### config.mk
export PLATFORM = sky130hd
export DESIGN_NAME = txdesc_ring_walker
export DESIGN_NICKNAME = d
export VERILOG_FILES = /design/src/rtl/txw_pkg.sv /design/src/rtl/txw_ring_ptr.sv /design/src/rtl/txw_byte_lane.sv /design/src/rtl/txw_walk_seq.sv /design/src/rtl/txdesc_ring_walker.sv
export SDC_FILE = /design/constraint.sdc
export NUM_CORES = 1
export LEC_CHECK = 0
export ABC_AREA = 1
export BUFFER_PORTS_ARGS = -buffer_cell sky130_fd_sc_hd__buf_2
export CORE_MARGIN = 8
export CORE_UTILIZATION = 27
export CTS_CLUSTER_DIAMETER = 40
export DETAILED_ROUTE_END_ITERATION = 7
export PLACE_DENSITY_LB_ADDON = 0.08
export SLEW_MARGIN = 20
export SYNTH_ARGS = -nofsm -noshare
export SYNTH_HDL_FRONTEND = slang
export SYNTH_HIERARCHICAL = 1
export SYNTH_SLANG_ARGS = --single-unit
### constraint.sdc
create_clock -name clk -period 4.29 [get_ports clk]
set_input_delay 0.429 -clock clk [delete_from_list [all_inputs] [get_ports clk]]
set_output_delay 0.429 -clock clk [all_outputs]
set_load 0.03 [all_outputs]
### src/rtl/txw_pkg.sv
package txw_pkg;

  localparam int OWN_BIT  = 31;
  localparam int LAST_BIT = 29;
  localparam int WRAP_BIT = 21;
  localparam int CNT_W    = 13;

  typedef enum logic [2:0] {
    S_IDLE, S_CTL, S_SIZE, S_BUF, S_DRD, S_DTX, S_WB
  } walk_st_t;

  function automatic logic [CNT_W-1:0] seg_len(input logic [11:0] a,
                                               input logic [11:0] b);
    return {1'b0, a} + {1'b0, b};
  endfunction

  function automatic logic size_bad(input logic [11:0] a,
                                    input logic [11:0] b,
                                    input int unsigned lim);
    return (32'(a) > lim) || (b != 12'd0);
  endfunction

  function automatic logic [2:0] chunk(input logic [1:0] off,
                                       input logic [CNT_W-1:0] rem);
    logic [2:0] room;
    room = 3'd4 - {1'b0, off};
    return (rem < CNT_W'(room)) ? rem[2:0] : room;
  endfunction

endpackage

### src/rtl/txw_ring_ptr.sv
module txw_ring_ptr #(
  parameter int AW   = 32,
  parameter int STEP = 32
) (
  input  logic          clk,
  input  logic          rst_n,
  input  logic          load_i,
  input  logic [AW-1:0] base_i,
  input  logic          step_i,
  input  logic          wrap_i,
  output logic [AW-1:0] ptr_o
);

  logic [AW-1:0] ptr_q;

  always_ff @(posedge clk) begin
    if (!rst_n)       ptr_q <= '0;
    else if (load_i)  ptr_q <= base_i;
    else if (step_i)  ptr_q <= wrap_i ? base_i : ptr_q + AW'(STEP);
  end

  assign ptr_o = ptr_q;

  p_ptr_advance_r7: assert property (@(posedge clk) disable iff (!rst_n)
    step_i && !wrap_i && !load_i |=> ptr_o == $past(ptr_o) + AW'(STEP));

  p_ptr_wrap_r7: assert property (@(posedge clk) disable iff (!rst_n)
    step_i && wrap_i && !load_i |=> ptr_o == $past(base_i));

  p_base_load_r2: assert property (@(posedge clk) disable iff (!rst_n)
    load_i |=> ptr_o == $past(base_i));

endmodule

### src/rtl/txw_byte_lane.sv
module txw_byte_lane (
  input  logic        clk,
  input  logic        rst_n,
  input  logic        load_i,
  input  logic [31:0] word_i,
  input  logic [1:0]  off_i,
  input  logic [2:0]  cnt_i,
  input  logic        last_i,
  input  logic        ready_i,
  output logic        valid_o,
  output logic [7:0]  data_o,
  output logic        last_o,
  output logic        busy_o
);

  logic [31:0] word_q;
  logic [1:0]  idx_q;
  logic [2:0]  left_q;
  logic        last_q;
  logic        take_w;

  assign valid_o = (left_q != 3'd0);
  assign busy_o  = valid_o;
  assign data_o  = word_q[{idx_q, 3'b000} +: 8];
  assign last_o  = last_q && (left_q == 3'd1);
  assign take_w  = valid_o && ready_i;

  always_ff @(posedge clk) begin
    if (!rst_n) begin
      word_q <= '0;
      idx_q  <= '0;
      left_q <= '0;
      last_q <= 1'b0;
    end else if (load_i) begin
      word_q <= word_i;
      idx_q  <= off_i;
      left_q <= cnt_i;
      last_q <= last_i;
    end else if (take_w) begin
      idx_q  <= idx_q + 2'd1;
      left_q <= left_q - 3'd1;
    end
  end

  p_stall_hold_r10: assert property (@(posedge clk) disable iff (!rst_n)
    valid_o && !ready_i |=> valid_o && $stable(data_o) && $stable(last_o));

  p_load_when_empty_r10: assert property (@(posedge clk) disable iff (!rst_n)
    load_i |-> !valid_o);

  p_last_needs_valid_r5: assert property (@(posedge clk) disable iff (!rst_n)
    last_o |-> valid_o);

endmodule

### src/rtl/txw_walk_seq.sv
module txw_walk_seq
  import txw_pkg::*;
#(
  parameter int AW     = 32,
  parameter int MAX_B1 = 2048
) (
  input  logic          clk,
  input  logic          rst_n,
  input  logic          kick_i,
  input  logic [AW-1:0] cur_ptr_i,
  input  logic          mem_ack_i,
  input  logic [31:0]   mem_rdata_i,
  input  logic          lane_busy_i,
  output logic          mem_req_o,
  output logic          mem_we_o,
  output logic [AW-1:0] mem_addr_o,
  output logic [31:0]   mem_wdata_o,
  output logic          lane_load_o,
  output logic [31:0]   lane_word_o,
  output logic [1:0]    lane_off_o,
  output logic [2:0]    lane_cnt_o,
  output logic          lane_last_o,
  output logic          step_o,
  output logic          wrap_o,
  output logic          ti_set_o,
  output logic          nis_set_o,
  output logic          len_err_o
);

  walk_st_t         state_q;
  logic [31:0]      ctl_q;
  logic [AW-1:0]    buf_q;
  logic [CNT_W-1:0] rem_q;
  logic             pend_q;
  logic             ti_q, nis_q, err_q;

  // named events
  logic       go_w, ctl_ack_w, size_ack_w, buf_ack_w, data_ack_w, wb_ack_w;
  logic [2:0] chunk_w;

  assign go_w       = kick_i || pend_q;
  assign ctl_ack_w  = (state_q == S_CTL)  && mem_ack_i;
  assign size_ack_w = (state_q == S_SIZE) && mem_ack_i;
  assign buf_ack_w  = (state_q == S_BUF)  && mem_ack_i;
  assign data_ack_w = (state_q == S_DRD)  && mem_ack_i;
  assign wb_ack_w   = (state_q == S_WB)   && mem_ack_i;
  assign chunk_w    = chunk(buf_q[1:0], rem_q);

  always_comb begin
    mem_req_o = 1'b0;
    unique case (state_q)
      S_CTL, S_SIZE, S_BUF, S_WB: mem_req_o = 1'b1;
      S_DRD:                      mem_req_o = !lane_busy_i;
      default:                    mem_req_o = 1'b0;
    endcase
  end

  always_comb begin
    unique case (state_q)
      S_SIZE:  mem_addr_o = cur_ptr_i + AW'(4);
      S_BUF:   mem_addr_o = cur_ptr_i + AW'(8);
      S_DRD:   mem_addr_o = {buf_q[AW-1:2], 2'b00};
      default: mem_addr_o = cur_ptr_i;
    endcase
  end

  assign mem_we_o    = (state_q == S_WB);
  assign mem_wdata_o = ctl_q & ~(32'd1 << OWN_BIT);

  assign lane_load_o = data_ack_w;
  assign lane_word_o = mem_rdata_i;
  assign lane_off_o  = buf_q[1:0];
  assign lane_cnt_o  = chunk_w;
  assign lane_last_o = ctl_q[LAST_BIT] && (rem_q == CNT_W'(chunk_w));

  assign step_o = wb_ack_w;
  assign wrap_o = ctl_q[WRAP_BIT];

  always_ff @(posedge clk) begin
    if (!rst_n) begin
      state_q <= S_IDLE;
      ctl_q   <= '0;
      buf_q   <= '0;
      rem_q   <= '0;
      pend_q  <= 1'b0;
      ti_q    <= 1'b0;
      nis_q   <= 1'b0;
      err_q   <= 1'b0;
    end else begin
      unique case (state_q)
        S_IDLE: if (go_w) state_q <= S_CTL;
        S_CTL: if (mem_ack_i) begin
          ctl_q   <= mem_rdata_i;
          state_q <= mem_rdata_i[OWN_BIT] ? S_SIZE : S_IDLE;
        end
        S_SIZE: if (mem_ack_i) begin
          rem_q   <= seg_len(mem_rdata_i[11:0], mem_rdata_i[27:16]);
          state_q <= S_BUF;
        end
        S_BUF: if (mem_ack_i) begin
          buf_q   <= mem_rdata_i[AW-1:0];
          state_q <= (rem_q == '0) ? S_WB : S_DRD;
        end
        S_DRD: if (mem_ack_i) begin
          buf_q   <= buf_q + AW'(chunk_w);
          rem_q   <= rem_q - CNT_W'(chunk_w);
          state_q <= S_DTX;
        end
        S_DTX: if (!lane_busy_i) state_q <= (rem_q == '0) ? S_WB : S_DRD;
        S_WB:  if (mem_ack_i) state_q <= S_CTL;
        default: state_q <= S_IDLE;
      endcase

      if (state_q == S_IDLE) pend_q <= 1'b0;
      else if (kick_i)       pend_q <= 1'b1;

      err_q <= size_ack_w && size_bad(mem_rdata_i[11:0], mem_rdata_i[27:16],
                                      MAX_B1);
      ti_q  <= wb_ack_w && ctl_q[LAST_BIT];
      nis_q <= wb_ack_w && ctl_q[LAST_BIT];
    end
  end

  assign ti_set_o  = ti_q;
  assign nis_set_o = nis_q;
  assign len_err_o = err_q;

  p_unowned_stops_r3: assert property (@(posedge clk) disable iff (!rst_n)
    ctl_ack_w && !mem_rdata_i[OWN_BIT] |=> state_q == S_IDLE);

  p_owned_proceeds_r12: assert property (@(posedge clk) disable iff (!rst_n)
    ctl_ack_w && mem_rdata_i[OWN_BIT] |=> state_q == S_SIZE);

  p_pending_recheck_r11: assert property (@(posedge clk) disable iff (!rst_n)
    (state_q == S_IDLE) && pend_q |=> state_q == S_CTL);

  p_wb_clears_own_r6: assert property (@(posedge clk) disable iff (!rst_n)
    mem_req_o && mem_we_o |-> !mem_wdata_o[OWN_BIT]);

  p_ti_single_r8: assert property (@(posedge clk) disable iff (!rst_n)
    ti_set_o |=> !ti_set_o);

  p_err_single_r9: assert property (@(posedge clk) disable iff (!rst_n)
    len_err_o |=> !len_err_o);

  p_buf_ack_path_r4: assert property (@(posedge clk) disable iff (!rst_n)
    buf_ack_w |=> (state_q == S_WB) || (state_q == S_DRD));

endmodule

### src/rtl/txdesc_ring_walker.sv
module txdesc_ring_walker
  import txw_pkg::*;
#(
  parameter int AW         = 32,
  parameter int DESC_BYTES = 32,
  parameter int MAX_B1     = 2048
) (
  input  logic          clk,
  input  logic          rst_n,
  input  logic          kick_i,
  input  logic          base_load_i,
  input  logic [AW-1:0] tx_base_i,
  output logic [AW-1:0] cur_ptr_o,
  output logic          mem_req_o,
  output logic          mem_we_o,
  output logic [AW-1:0] mem_addr_o,
  output logic [31:0]   mem_wdata_o,
  input  logic          mem_ack_i,
  input  logic [31:0]   mem_rdata_i,
  output logic [7:0]    tx_tdata_o,
  output logic          tx_tvalid_o,
  input  logic          tx_tready_i,
  output logic          tx_tlast_o,
  output logic          ti_set_o,
  output logic          nis_set_o,
  output logic          len_err_o
);

  logic        lane_busy_w, lane_load_w, lane_last_w;
  logic [31:0] lane_word_w;
  logic [1:0]  lane_off_w;
  logic [2:0]  lane_cnt_w;
  logic        step_w, wrap_w;

  txw_ring_ptr #(.AW(AW), .STEP(DESC_BYTES)) u_ptr (
    .clk    (clk),
    .rst_n  (rst_n),
    .load_i (base_load_i),
    .base_i (tx_base_i),
    .step_i (step_w),
    .wrap_i (wrap_w),
    .ptr_o  (cur_ptr_o)
  );

  txw_walk_seq #(.AW(AW), .MAX_B1(MAX_B1)) u_seq (
    .clk         (clk),
    .rst_n       (rst_n),
    .kick_i      (kick_i),
    .cur_ptr_i   (cur_ptr_o),
    .mem_ack_i   (mem_ack_i),
    .mem_rdata_i (mem_rdata_i),
    .lane_busy_i (lane_busy_w),
    .mem_req_o   (mem_req_o),
    .mem_we_o    (mem_we_o),
    .mem_addr_o  (mem_addr_o),
    .mem_wdata_o (mem_wdata_o),
    .lane_load_o (lane_load_w),
    .lane_word_o (lane_word_w),
    .lane_off_o  (lane_off_w),
    .lane_cnt_o  (lane_cnt_w),
    .lane_last_o (lane_last_w),
    .step_o      (step_w),
    .wrap_o      (wrap_w),
    .ti_set_o    (ti_set_o),
    .nis_set_o   (nis_set_o),
    .len_err_o   (len_err_o)
  );

  txw_byte_lane u_lane (
    .clk     (clk),
    .rst_n   (rst_n),
    .load_i  (lane_load_w),
    .word_i  (lane_word_w),
    .off_i   (lane_off_w),
    .cnt_i   (lane_cnt_w),
    .last_i  (lane_last_w),
    .ready_i (tx_tready_i),
    .valid_o (tx_tvalid_o),
    .data_o  (tx_tdata_o),
    .last_o  (tx_tlast_o),
    .busy_o  (lane_busy_w)
  );

  p_no_read_while_streaming_r10: assert property (@(posedge clk)
    disable iff (!rst_n) mem_req_o |-> !tx_tvalid_o);

  p_req_held_r6: assert property (@(posedge clk) disable iff (!rst_n)
    mem_req_o && !mem_ack_i |=> mem_req_o && $stable(mem_addr_o)
                                 && $stable(mem_we_o));

  p_pulse_pair_r8: assert property (@(posedge clk) disable iff (!rst_n)
    ti_set_o |-> nis_set_o);

  p_word_aligned_r4: assert property (@(posedge clk) disable iff (!rst_n)
    mem_req_o |-> mem_addr_o[1:0] == 2'b00);

endmodule

# Word level (Yosys, flattened, before mapping)
# Cells that the tools add are included.
# op_classes
addsub	9
order_cmp	2
eq_ne	15
n_shift	1
mux	26
bitwise	1
reduce_logical	25
# ops
cell	count
$mux W32	5
$pmux W32 S3	1
$pmux W32 S2	1
$add A32 B3 Y32	1
$add A32 B3 Y32 const B	1
$add A32 B4 Y32 const B	1
$add A32 B6 Y32 const B	1
$shiftx A32 B6 Y8	1
$mux W3	10
$mux W13	2
$pmux W13 S2	1
$pmux W3 S7	1
$add A12 B12 Y13	1
$eq A13 B3 Y1	1
$logic_not A13 Y1	1
$lt A13 B3 Y1	1
$sub A13 B3 Y13	1
$gt A12 B12 Y1 const B	1
$reduce_bool A12 Y1	1
$ne A2 B2 Y1 const B	5
$eq A3 B3 Y1 const B	3
$logic_and A1 B1 Y1	8
$mux W2	4
$reduce_bool A2 Y1	4
17 further kinds	22
# totals
register_bits	152
in_bits	70

# Depth between registers and ports, before layout
# Gate-level depths: netlist of run 1.
# logic_depth
ltp_word	6
ltp_mapped	25

# Cells and area by module
# Netlist of run 1, hierarchy kept.
# by_module_without_submodules
mod	n_inst	cells_per_inst	area_each_um2	seq_area_each_um2
txw_walk_seq	1	1183	7413.4	1641.6
txw_ring_ptr	1	351	2103.3	640.6
txw_byte_lane	1	240	1710.4	760.7

# Worst setup path before layout of run 1
# Ideal clock, no wire load.
# synth_path
path_type	register to register
start	register u_seq.buf_q[1]
end	register u_seq.buf_q[30]
setup_ps	109
t_arrival_ps	3076
required_time_ps	4181
setup_slack_ps	1104
stages_incl_launch_ff	23
path_buffers	1
path_cell_list	dfxtp_1 -> inv_1 -> ha_1 -> inv_1 -> ha_1 -> a21boi_1 -> nand2_2 -> nand3_4 -> buf_12 -> nand2_1 -> o21ai_0 -> ha_1 -> inv_1 -> nor4_2 -> nand2_4 -> nand2_8 -> nand3_2 -> nor2_2 -> nand2_1 -> nand2_1 -> nand3_1 -> nand2_1 -> inv_1
# synth_between
elab_chain_len	6
# synth_rtl
element	line_no	rtl
start: declaration	txw_walk_seq.sv:32	logic [AW-1:0] buf_q;
start signal: assignment	txw_walk_seq.sv:101	buf_q <= mem_rdata_i[AW-1:0];
start signal: assignment	txw_walk_seq.sv:105	buf_q <= buf_q + AW'(chunk_w);
$sub A3 B2 Y3	txw_pkg.sv:26	room = 3'd4 - {1'b0, off};
$lt A13 B3 Y1	txw_pkg.sv:27	return (rem < CNT_W'(room)) ? rem[2:0] : room;
$mux W3	txw_pkg.sv:27	
$add A32 B3 Y32 *	txw_walk_seq.sv:105	
$mux W32 *	txw_walk_seq.sv:104	S_DRD: if (mem_ack_i) begin
$pmux W32 S2 *	txw_walk_seq.sv:90	unique case (state_q)
# Every way passes the cells marked *; elsewhere a longest branch is shown, timed or not. The select of a mux whose other input is x is not followed.
# A chain may end at the register's enable or synchronous reset.

# Worst setup path after layout of run 1
# layout_path
start	register u_seq.state_q[2]
end	output port mem_addr_o[23]
# layout_between
elab_chain_len	2
elab_cells_between_ends	4
cone_classes	3 x eq/ne; 1 x mux
# layout_rtl
element	line_no	rtl
start: declaration	txw_walk_seq.sv:30	walk_st_t state_q;
start signal: assignment	txw_walk_seq.sv:94	state_q <= mem_rdata_i[OWN_BIT] ? S_SIZE : S_IDLE;
start signal: assignment	txw_walk_seq.sv:102	state_q <= (rem_q == '0) ? S_WB : S_DRD;
start signal: assignment	txw_walk_seq.sv:109	S_DTX: if (!lane_busy_i) state_q <= (rem_q == '0) ? S_WB : S_DRD;
$eq A3 B3 Y1, or another cell as far along	txw_walk_seq.sv:59	unique case (state_q)
$pmux W32 S3 *	txw_walk_seq.sv:59	
end: declaration	txdesc_ring_walker.sv:16	output logic [AW-1:0] mem_addr_o,
# Every way passes the cells marked *; elsewhere a longest branch is shown, timed or not.

==> impl_results.md, run 1 <==
- Multi-input logic area: 6840 um^2
- Layout Skew: 13.4 ps
- Final HPWL DP: 36400 um
- Nets: 1984
- Gr ovfl total: 0
- Register area share after synthesis: 27.1%
- Routed length per instance: 20.0 um
- Max-slew violations: 0
- Post-Syn Instances: 1774
- Hold Crit Class: in -> reg
- Via Count: 12.3k
- Tot Pwr: 6.24 mW
- FF-to-FF setup slack: 710 ps
- Die area: 48400 um^2
- Avg Vias per Cell: 5.05
- Relative slew slack: 31.4%
- Avg Inst Size Synth: 6.33 um^2
- Vias in the first global route: 11.7k
- Arrival time worst endpoint: 3300 ps
- Max clock buf depth: 2
- Most common cell after layout, fill and taps aside: nor2_1
- Post-CTS setup buffers: 0
- Number of flops mapped to enable cells by yosys: 0
- Initial antenna violation count: 0
- Net count after synthesis: 1870
- Initial DRT Pass Iterations: 5
- Seq cells post-synth: 152
- Post-synth ARST share: 0%
- Unique cell type count in the Yosys netlist: 70
- CTS tree: yes
- CTS buffer count: 17
- CP required: 3860 ps
- ANT cells: 0
- Core ar.: 40900 um^2
- Commonest non-fill, non-tap cells in the layout: 310 x nor2_1, 289 x nand2_1, 183 x inv_1
- Buffers on Ports: 179
- 1st-iter DRT viols: 839
- Crit Path Class: reg -> out
- Clock sink total: 152
- Largest net degree at the start of global routing: 85
- Yosys warns: 6
- Layout fillers: 4605
- Post-Syn Area: 11200 um^2
- Critical path startpoint category: flip-flop
- Final hold violation count: 0
- Max-cap viol count: 0
- Worst-margin pin slew: 1020 ps
- Row cnt: 74
- Critical Path Fanout Max: 16
- FMAX: 268 MHz
- Clk_lat worst skew: 460 ps
- # DRC: 0
- First-pass GRT wire length: 71900 um
- Initial Util: 27.4%
- Status: complete, no violations
- Post-CTS Hold Buffers: 0
- Share of cells above drive strength 1: 17.5%
- Setup violators final: 0
- RSZ-0062 raised after global routing: no
- Leakage power: 5.33 nW
- GRT Resource Usage Total: 19.6%
- Maximum VDD drop: 220 uV
- Post-DRT Antenna Nets: 0
- Fin crit share: 86.9%
- DIE HEIGHT: 220 um
- Sequential cell area: 3040 um^2
- Min cycle time layout: 3730 ps
- CTS clock-pin slew for the worst setup and hold paths: 70 ps
- Routed wire length: 48600 um
- Crit end category: output port
- GPL Wtd Cong: 0.881
- CTS resizes: 0
- # IOs: 181
- PD cells: 483 nW/um^2
- Hold WS: 195 ps
- CTS Root Cell: clkbuf_16
- Area grow syn2layout: 15.0%
- Die Span X: 220 um
- TNS Setup: 0 ps
- H-Tree Depth: 4
- Top_reg_cell synth: dfxtp_1
==> worst max-delay path: stages, from the launching register on <==
cell and delay, ps:
dfxtp_1 500, nor2_2 90, inv_2 120, nor2_4 110, inv_2 240, nand2_4 70
nor2_2 460, clkinv_2 310, nand2_2 230, a21oi_1 80, o21ai_0 340, buf_2 270
==> synthesized netlist by cell type, types with 3 or more instances <==
cell	count	area, um^2
nand3b_1	5	37.5
nor3_1	28	140
nand2_4	8	90.1
xor2_1	9	78.8
o21ai_0	180	901
or2_2	4	25.0
a211oi_1	6	45.0
a31oi_1	20	125
xnor2_1	5	43.8
nor2_2	18	113
a21oi_1	120	601
a22oi_1	11	82.6
nand4_1	25	156
clkbuf_1	40	150
a211o_1	5	43.8
nor2_4	13	146
o221ai_1	5	43.8
nand3_4	8	140
nand3_1	97	485
o211ai_1	14	105
dfxtp_1	152	3040
nor4_1	15	93.8
o22ai_1	13	81.3
o21ai_1	13	65.1
o21bai_1	6	45.0
nor3_2	4	40.0
nand2_1	289	1080
o2111ai_1	4	35.0
inv_1	183	687
nand2_2	14	87.6
a21oi_2	4	35.0
ha_1	25	313
buf_4	40	300
nor2_1	313	1170
buf_1	3	11.3
inv_2	13	48.8
nand3_2	4	40.0
buf_2	17	85.1
clkinv_1	5	18.8
nand2_8	3	60.1
==> per-stage QoR <==
stage / instance area (um^2) / instances / worst slack, ps / util (%)
finish: 12900 / 2432 / 562 / 31.6
global route: 12900 / 2432 / 379 / 31.6
CTS: 12900 / 2432 / 611 / 31.6
detailed placement: 12400 / 2401 / 749 / 30.2
global placement: 12400 / 2401 / 804 / 30.2
floorplan: 11200 / 1774 / 1100 / -
==> flip-flops by register name, summed over array words and instances (netlist names), 2 cells and up <==
| signal | cells |
|---|---|
| u_lane/idx_q | 2 |
| u_seq/ctl_q | 31 |
| u_seq/buf_q | 32 |
| u_lane/word_q | 32 |
| u_seq/rem_q | 13 |
| u_ptr/ptr_o | 32 |
| u_seq/state_q | 3 |
| u_lane/left_q | 3 |
==> layer usage <==
| metal | track usage [%] | vias to the layer above | wire [um] | part of all wire [%] |
|---|---|---|---|---|
| met3 | 3.19 | 53 | 1900 | 3.9 |
| li1 | - | 6105 | - | - |
| met1 | 24.4 | 5833 | 21700 | 45 |
| met4 | 6.65 | 0 | 1330 | 2.7 |
| met5 | 0 | - | 0 | 0 |
| met2 | 33.8 | 289 | 23700 | 49 |
==> logic make-up after synthesis <==
logic type               after synthesis  synth area share [%]
XOR/XNOR                              14                  1.09
other                                  1                0.0334
flip-flops                           152                  27.1
AND/OR/NAND/NOR                      856                  35.6
buffers and inverters                306                  12.1
adder cells (fa/ha/maj)               26                  2.96
AO/OA/AOI/OAI                        419                  21.1
==> where the power goes <==
group	switching, mW	leakage [nW]	total, mW	internal, mW
Sequential	0.240	1.24	1.85	1.61
Clock	0.724	0.259	1.48	0.754
Combinational	2.07	3.83	2.91	0.843
==> path summary, 6_finish.rpt <==
path / from / endpoint / depth (start not counted)
setup reg to reg: u_seq/buf_q[1] / u_seq/buf_q[30] / 21
hold / removal: tx_base_i[3] / u_ptr/ptr_o[3] / 3
hold reg to reg: u_lane/word_q[19] / u_lane/word_q[19] / 2
setup / recovery: u_seq/state_q[2] / mem_addr_o[23] / 11
==> layout make-up <==
| class | instances | area share, % |
|---|---|---|
| Inverter | 203 | 5.93 |
| Clock buffer | 18 | 3.32 |
| Tap cell | 532 | 5.15 |
| Sequential cell | 152 | 23.6 |
| Clock inverter | 13 | 0.882 |
| Multi-Input combinational cell | 1316 | 53.0 |
| Timing Repair Buffer | 198 | 8.16 |
Note: power is estimated with default switching activity, not from simulation.
==> inputs of run 2 (changes only) <==
- CORE_UTILIZATION: 27 -> 35
==> run 2 against run 1 <==
Register-to-register slack got worse by 30 ps. Critical path depth increased by 2. First-iteration DRC count increased by 38%. Critical endpoint is now mem_addr_o[31]. Clock skew about the same. Highest routed layer unchanged. Clock power increased by 6%. Non-clock buffer count decreased by 6. Sequential share of layout area increased by 0.31 points. Global-route usage increased by 3.2 points. Routed wire length decreased by 8.3%. Cell count decreased by 5.6%. Clock-buffer cell count decreased by 1.
==> impl_results.md, run 2 (synthesis gave the netlist of run 1 again) <==
- Min cycle time layout: 3690 ps (-35.3 ps)
- CTS buffer count: 17 (unchanged)
- Die Span X: 195 um (-11%)
- Power Internal: 3.27 mW (+2.0%)
- # DRC: 0 (unchanged)
- Worst R2R End: u_seq/buf_q[30]
- Die area: 38100 um^2 (-21%)
- Relative slew slack: 34.5% (+3.2 points)
- Placed insts: 2265 (-5.7%)
- Gr ovfl total: 0 (unchanged)
- FF-to-FF setup slack: 680 ps (-30 ps)
- 1st-iter DRT viols: 1158 (+38%)
- Buffers on Ports: 179 (unchanged)
- Nets: 1978 (-0.30%)
- Critical Path Fanout Max: 16 (unchanged)
- Max-slew violations: 0 (unchanged)
- Worst r2r src: u_seq/buf_q[1]
- CP required: 3860 ps (about the same)
- Via Count: 12.3k (+0.46%)
- Pre-CTS WS: 727 ps (-21.8 ps)
- Part of the power in combinational logic: 45.4% (-1.2 points)
- Setup violators final: 0 (unchanged)
- Worst-margin pin slew: 974 ps (-47.3 ps)
- NetSw: 3.01 mW (-0.68%)
- Max-cap viol count: 0 (unchanged)
- Initial Util: 35.6% (+8.1 points)
- First-pass GRT wire length: 68500 um (-4.8%)
- Critical path startpoint category: flip-flop
- FMAX: 271 MHz (+0.96%)
- Core ar.: 31600 um^2 (-23%)
- GRT Resource Usage Total: 22.8% (+3.2 points)
- RSZ-0062 raised after global routing: no
- Tot Pwr: 6.29 mW (+0.69%)
- Layout Skew: 13.3 ps (-0.133 ps)
- Post-CTS setup buffers: 0 (unchanged)
- Crit end category: output port
- Fin crit share: 86.1% (-0.82 points)
- Initial DRT Pass Iterations: 7 (+2)
- Post-CTS Hold Buffers: 0 (unchanged)
- Worst setup path start: u_seq/state_q[2]
- Leakage power: 5.32 nW (-0.18%)
- GPL Wtd Cong: 0.953 (+8.2%)
- Avg Vias per Cell: 5.37 (+6.4%)
- Final hold violation count: 0 (unchanged)
- Fin worst setup slack: 598 ps (+35.3 ps)
- CTS tree: yes
- Clock network fraction of total power: 25.0% (+1.3 points)
- Post-DRT Antenna Nets: 0 (unchanged)
- ANT cells: 0 (unchanged)
- Hold WS: 204 ps (+9.02 ps)
- Clk_lat worst skew: 450 ps (about the same)
- Sw Share: 47.9% (-0.66 points)
- Layout fillers: 3480 (-24%)
- CTS clock-pin slew for the worst setup and hold paths: 80 ps (about the same)
- PD cells: 493 nW/um^2 (+2.0%)
- Path depth of the worst reg2reg path: 22 (+4.8%)
- Routed wire length: 44600 um (-8.3%)
- Non-Filler Instances: 2297 (-5.6%)
- Area grow syn2layout: 13.5%
- Status: complete, no violations
- Vias in the first global route: 11.6k (-0.52%)
- Reg power frac: 29.6% (about the same)
- Routed length per instance: 19.4 um (-3.0%)
- # IOs: 181 (unchanged)
- TNS Setup: 0 ps (unchanged)
- Row cnt: 65 (-12%)
- CTS Root Cell: clkbuf_16
- CP endpoint: mem_addr_o[31]
- CTS resizes: 0 (unchanged)
- H-Tree Depth: 4 (unchanged)
- Clock sink total: 152 (unchanged)
- Most common cell after layout, fill and taps aside: nor2_1
- Commonest non-fill, non-tap cells in the layout: 310 x nor2_1, 289 x nand2_1, 183 x inv_1
- Hold Crit Class: in -> reg
- DIE HEIGHT: 195 um (-11%)
- Initial antenna violation count: 1 (+1)
- Arrival time worst endpoint: 3260 ps (-40 ps)
- Max clock buf depth: 2 (unchanged)
- Largest net degree at the start of global routing: 77 (-9.4%)
- Share of cells above drive strength 1: 17.4% (-0.16 points)
- Crit Path Class: reg -> out
- Final HPWL DP: 33300 um (-8.6%)
- Maximum VDD drop: 320 uV (+45%)
run 2: cell types whose count changed in the layout (fill, tap and decap cells not counted):
cell	before	now
clkinv_4	3	2
inv_6	3	6
buf_2	178	179
clkbuf_1	1	0
inv_8	3	2
bufinv_16	0	1
clkinv_8	0	1
buf_4	19	12
clkinvlp_4	3	2
run 2: worst min path at each step:
| stage | from | to | slack [ps] | cells past startpoint |
|---|---|---|---|---|
| 3_3_place_gp | u_lane/word_q[23] | u_lane/word_q[23] | 470 | 2 |
| 5_1_grt | tx_base_i[1] | u_ptr/ptr_o[1] | 200 | 3 |
| 6_report | tx_base_i[3] | u_ptr/ptr_o[3] | 200 | 3 |
| 2_1_floorplan | u_lane/word_q[10] | u_lane/word_q[10] | 460 | 2 |
| 4_1_cts | tx_base_i[1] | u_ptr/ptr_o[1] | 190 | 3 |
| 3_5_place_dp | u_lane/word_q[18] | u_lane/word_q[18] | 480 | 2 |
run 2: final cells by class:
cell class                      count  area, um^2  share of cell area (%)
Sequential cell                   152        3040                    23.9
Tap cell                          402         503                    3.95
Clock buffer                       17         425                    3.34
Timing Repair Buffer              192        1010                    7.89
Multi-Input combinational cell   1316        6840                    53.7
Clock inverter                     15         159                    1.25
Inverter                          203         766                    6.01
run 2: per-stage QoR:
stage / utilization, % / cell area [um^2]
after floorplan: - / 11200
after global placement: 38.5 / 12200
after detailed placement: 38.5 / 12200
after CTS: 40.4 / 12700
after global routing: 40.4 / 12700
final: 40.4 / 12700
run 2: power by group through the flow:
| stage | Clock (mW) | Combinational [mW] | Sequential (mW) |
|---|---|---|---|
| 3_3_place_gp | 0 | 2.83 | 1.89 |
| 6_report | 1.57 | 2.85 | 1.86 |
| 5_1_grt | 1.66 | 3.12 | 1.89 |
| 3_5_place_dp | 0 | 2.85 | 1.89 |
| 4_1_cts | 1.60 | 2.86 | 1.86 |
| 2_1_floorplan | 0 | 1.99 | 1.98 |
run 2: critical path: stages, from the launching register on:
cell      delay (ps)
dfxtp_1          520
nor2_2            90
inv_2            120
nor2_4           110
inv_2            240
nand2_4           80
nor2_2           480
clkinv_2         300
nand2_2          220
a21oi_1           90
o21ai_0          110
nand2_1           70
o311ai_1         100
buf_2            280
run 2: per-layer routing:
metal | up-vias | share of wire (%) | GRT usage (%) | wire [um]
met4 | 0 | 4.1 | 9.83 | 1830
met5 | - | 0 | 0 | 0
met1 | 5780 | 43 | 28.7 | 19300
met2 | 393 | 48 | 38.2 | 21300
li1 | 6084 | - | - | -
met3 | 80 | 4.9 | 3.61 | 2170
==> inputs of run 3 (changes only) <==
- PLACE_DENSITY: unset -> 0.54
- PLACE_DENSITY_LB_ADDON: 0.08 -> unset
==> run 3 against run 2 <==
Cell area fell by 0.15%. Clock skew rose by 0.97 ps. Critical path type unchanged. Highest routed layer unchanged. Clock-buffer cell count rose by 1. Via count rose by 1.1%. Power fell by 1.6%. Sequential power barely moved. Combinational power barely moved. Routed wire length fell by 2.4%. Setup slack improved by 54 ps. Largest power group unchanged. Sequential share of layout area barely moved.
==> impl_results.md, run 3 (synthesis gave the netlist of run 1 again) <==
- # DRC: 0 (unchanged)
- Worst-margin pin slew: 1040 ps (+70.1 ps)
- TNS Setup: 0 ps (unchanged)
- CP max stage delay: 500 ps (-20 ps)
- CP required: 3860 ps (about the same)
- Share of cells above drive strength 1: 17.4% (about the same)
- Critical path startpoint category: flip-flop
- FF-to-FF setup slack: 710 ps (+30 ps)
- Most common cell after layout, fill and taps aside: nor2_1
- Final hold violation count: 0 (unchanged)
- Nets: 1979 (+0.051%)
- CTS buffer count: 17 (unchanged)
- Post-CTS setup buffers: 0 (unchanged)
- Clk_lat worst skew: 450 ps (about the same)
- Tot Pwr: 6.19 mW (-1.6%)
- CTS resizes: 0 (unchanged)
- ANT cells: 0 (unchanged)
- Buffers on Ports: 179 (unchanged)
- Die area: 38100 um^2 (unchanged)
- GPL Wtd Cong: 0.940 (-1.4%)
- Layout Skew: 14.3 ps (+0.966 ps)
- CTS Root Cell: clkbuf_16
- Routed length per instance: 18.9 um (-2.5%)
- Setup violators final: 0 (unchanged)
- Relative slew slack: 29.8% (-4.7 points)
- Post-CTS Hold Buffers: 0 (unchanged)
- Arrival time worst endpoint: 3210 ps (-50 ps)
- Crit-path cells: nor2_2, inv_2, nor2_4, inv_2, nand2_4, nor2_2, clkinv_2, nand2_2, a21oi_1, o21ai_0, buf_2
- RSZ-0062 raised after global routing: no
- DIE HEIGHT: 195 um (unchanged)
- CTS tree: yes
- Sequential cell area: 3040 um^2 (unchanged)
- Initial antenna violation count: 1 (unchanged)
- Die Span X: 195 um (unchanged)
- Layout fillers: 3468 (-0.34%)
- Core ar.: 31600 um^2 (unchanged)
- 1st-iter DRT viols: 1403 (+21%)
- Avg Vias per Cell: 5.43 (+1.1%)
- Row cnt: 65 (unchanged)
- Hold Crit Class: in -> reg
- GRT Resource Usage Total: 22.2% (-0.64 points)
- Max clock buf depth: 2 (unchanged)
- Max-slew violations: 0 (unchanged)
- Critical Path Fanout Max: 16 (unchanged)
- Vias in the first global route: 11.6k (+0.052%)
- Via Count: 12.5k (+1.1%)
- Commonest non-fill, non-tap cells in the layout: 310 x nor2_1, 289 x nand2_1, 183 x inv_1
- Fin crit share: 84.8% (-1.3 points)
- Multi-input logic area: 6840 um^2 (unchanged)
- First-pass GRT wire length: 66600 um (-2.7%)
- # IOs: 181 (unchanged)
- Max-cap viol count: 0 (unchanged)
- Post-DRT Antenna Nets: 0 (unchanged)
- Util after Layout: 40.3% (-0.059 points)
- Initial DRT Pass Iterations: 5 (-2)
- Largest net degree at the start of global routing: 77 (unchanged)
- H-Tree Depth: 4 (unchanged)
- Crit Path Class: reg -> out
- Clock sink total: 152 (unchanged)
- Crit end category: output port
- FMAX: 275 MHz (+1.5%)
- Slowest-stage cell, CP: dfxtp_1
- Maximum VDD drop: 303 uV (-5.2%)
- Gr ovfl total: 0 (unchanged)
- Leakage power: 5.31 nW (-0.12%)
- Area grow syn2layout: 13.4%
- CTS clock-pin slew for the worst setup and hold paths: 70 ps (about the same)
- PD cells: 486 nW/um^2 (-1.4%)
- Initial Util: 35.6% (unchanged)
- Status: complete, no violations
- Min cycle time layout: 3640 ps (-53.9 ps)
- Final HPWL DP: 32300 um (-3.0%)
- Routed wire length: 43500 um (-2.4%)
[run 3: layout make-up]
cell class,count,share of cell area [%]
timing repair buffer,193,7.96
sequential,152,23.9
tap,402,3.95
clock inverter,14,1.01
multi-input combinational,1316,53.8
inverter,203,6.02
clock buffer,18,3.37
[run 3: path summary, 6_finish.rpt]
kind / start / to / depth (start not counted)
max: u_seq/state_q[2] / mem_addr_o[23] / 11
min: tx_base_i[1] / u_ptr/ptr_o[1] / 3
max reg2reg: u_seq/buf_q[1] / u_seq/buf_q[30] / 21
min reg2reg: u_lane/last_q / u_lane/last_q / 2
[run 3: metal layers]
metal  global-route usage (%)  up-vias  wire length [um]
li1                         -     6108                 -
met4                     9.63        0              1540
met5                        0        -                 0
met1                     27.2     5823             18300
met3                     4.04       80              2560
met2                     37.6      467             21100
[run 3: worst max-delay path: cells and delay by family (launching register included)]
kind                   cells  cell delay [ps]
AOI/OAI and AO/OA          2              410
buffers and inverters      4              920
DFF                        1              500
and+or+nand+nor            5              920
[run 3: per-stage QoR]
step                hold WS (ps)  area [um^2]  setup WS (ps)  instances
floorplan                    457        11200           1100       1774
global placement             475        12200            833       2266
detailed placement           481        12200            752       2266
CTS                          187        12700            696       2298
global route                 201        12700            373       2298
finish                       202        12700            651       2298
[run 3: power by group]
| group | switching (mW) | leakage (nW) | internal (mW) | total, mW |
|---|---|---|---|---|
| combinational | 2.01 | 3.81 | 0.837 | 2.84 |
| clock | 0.718 | 0.271 | 0.766 | 1.48 |
| sequential | 0.246 | 1.24 | 1.61 | 1.86 |
| total | 2.97 | 5.31 | 3.22 | 6.19 |
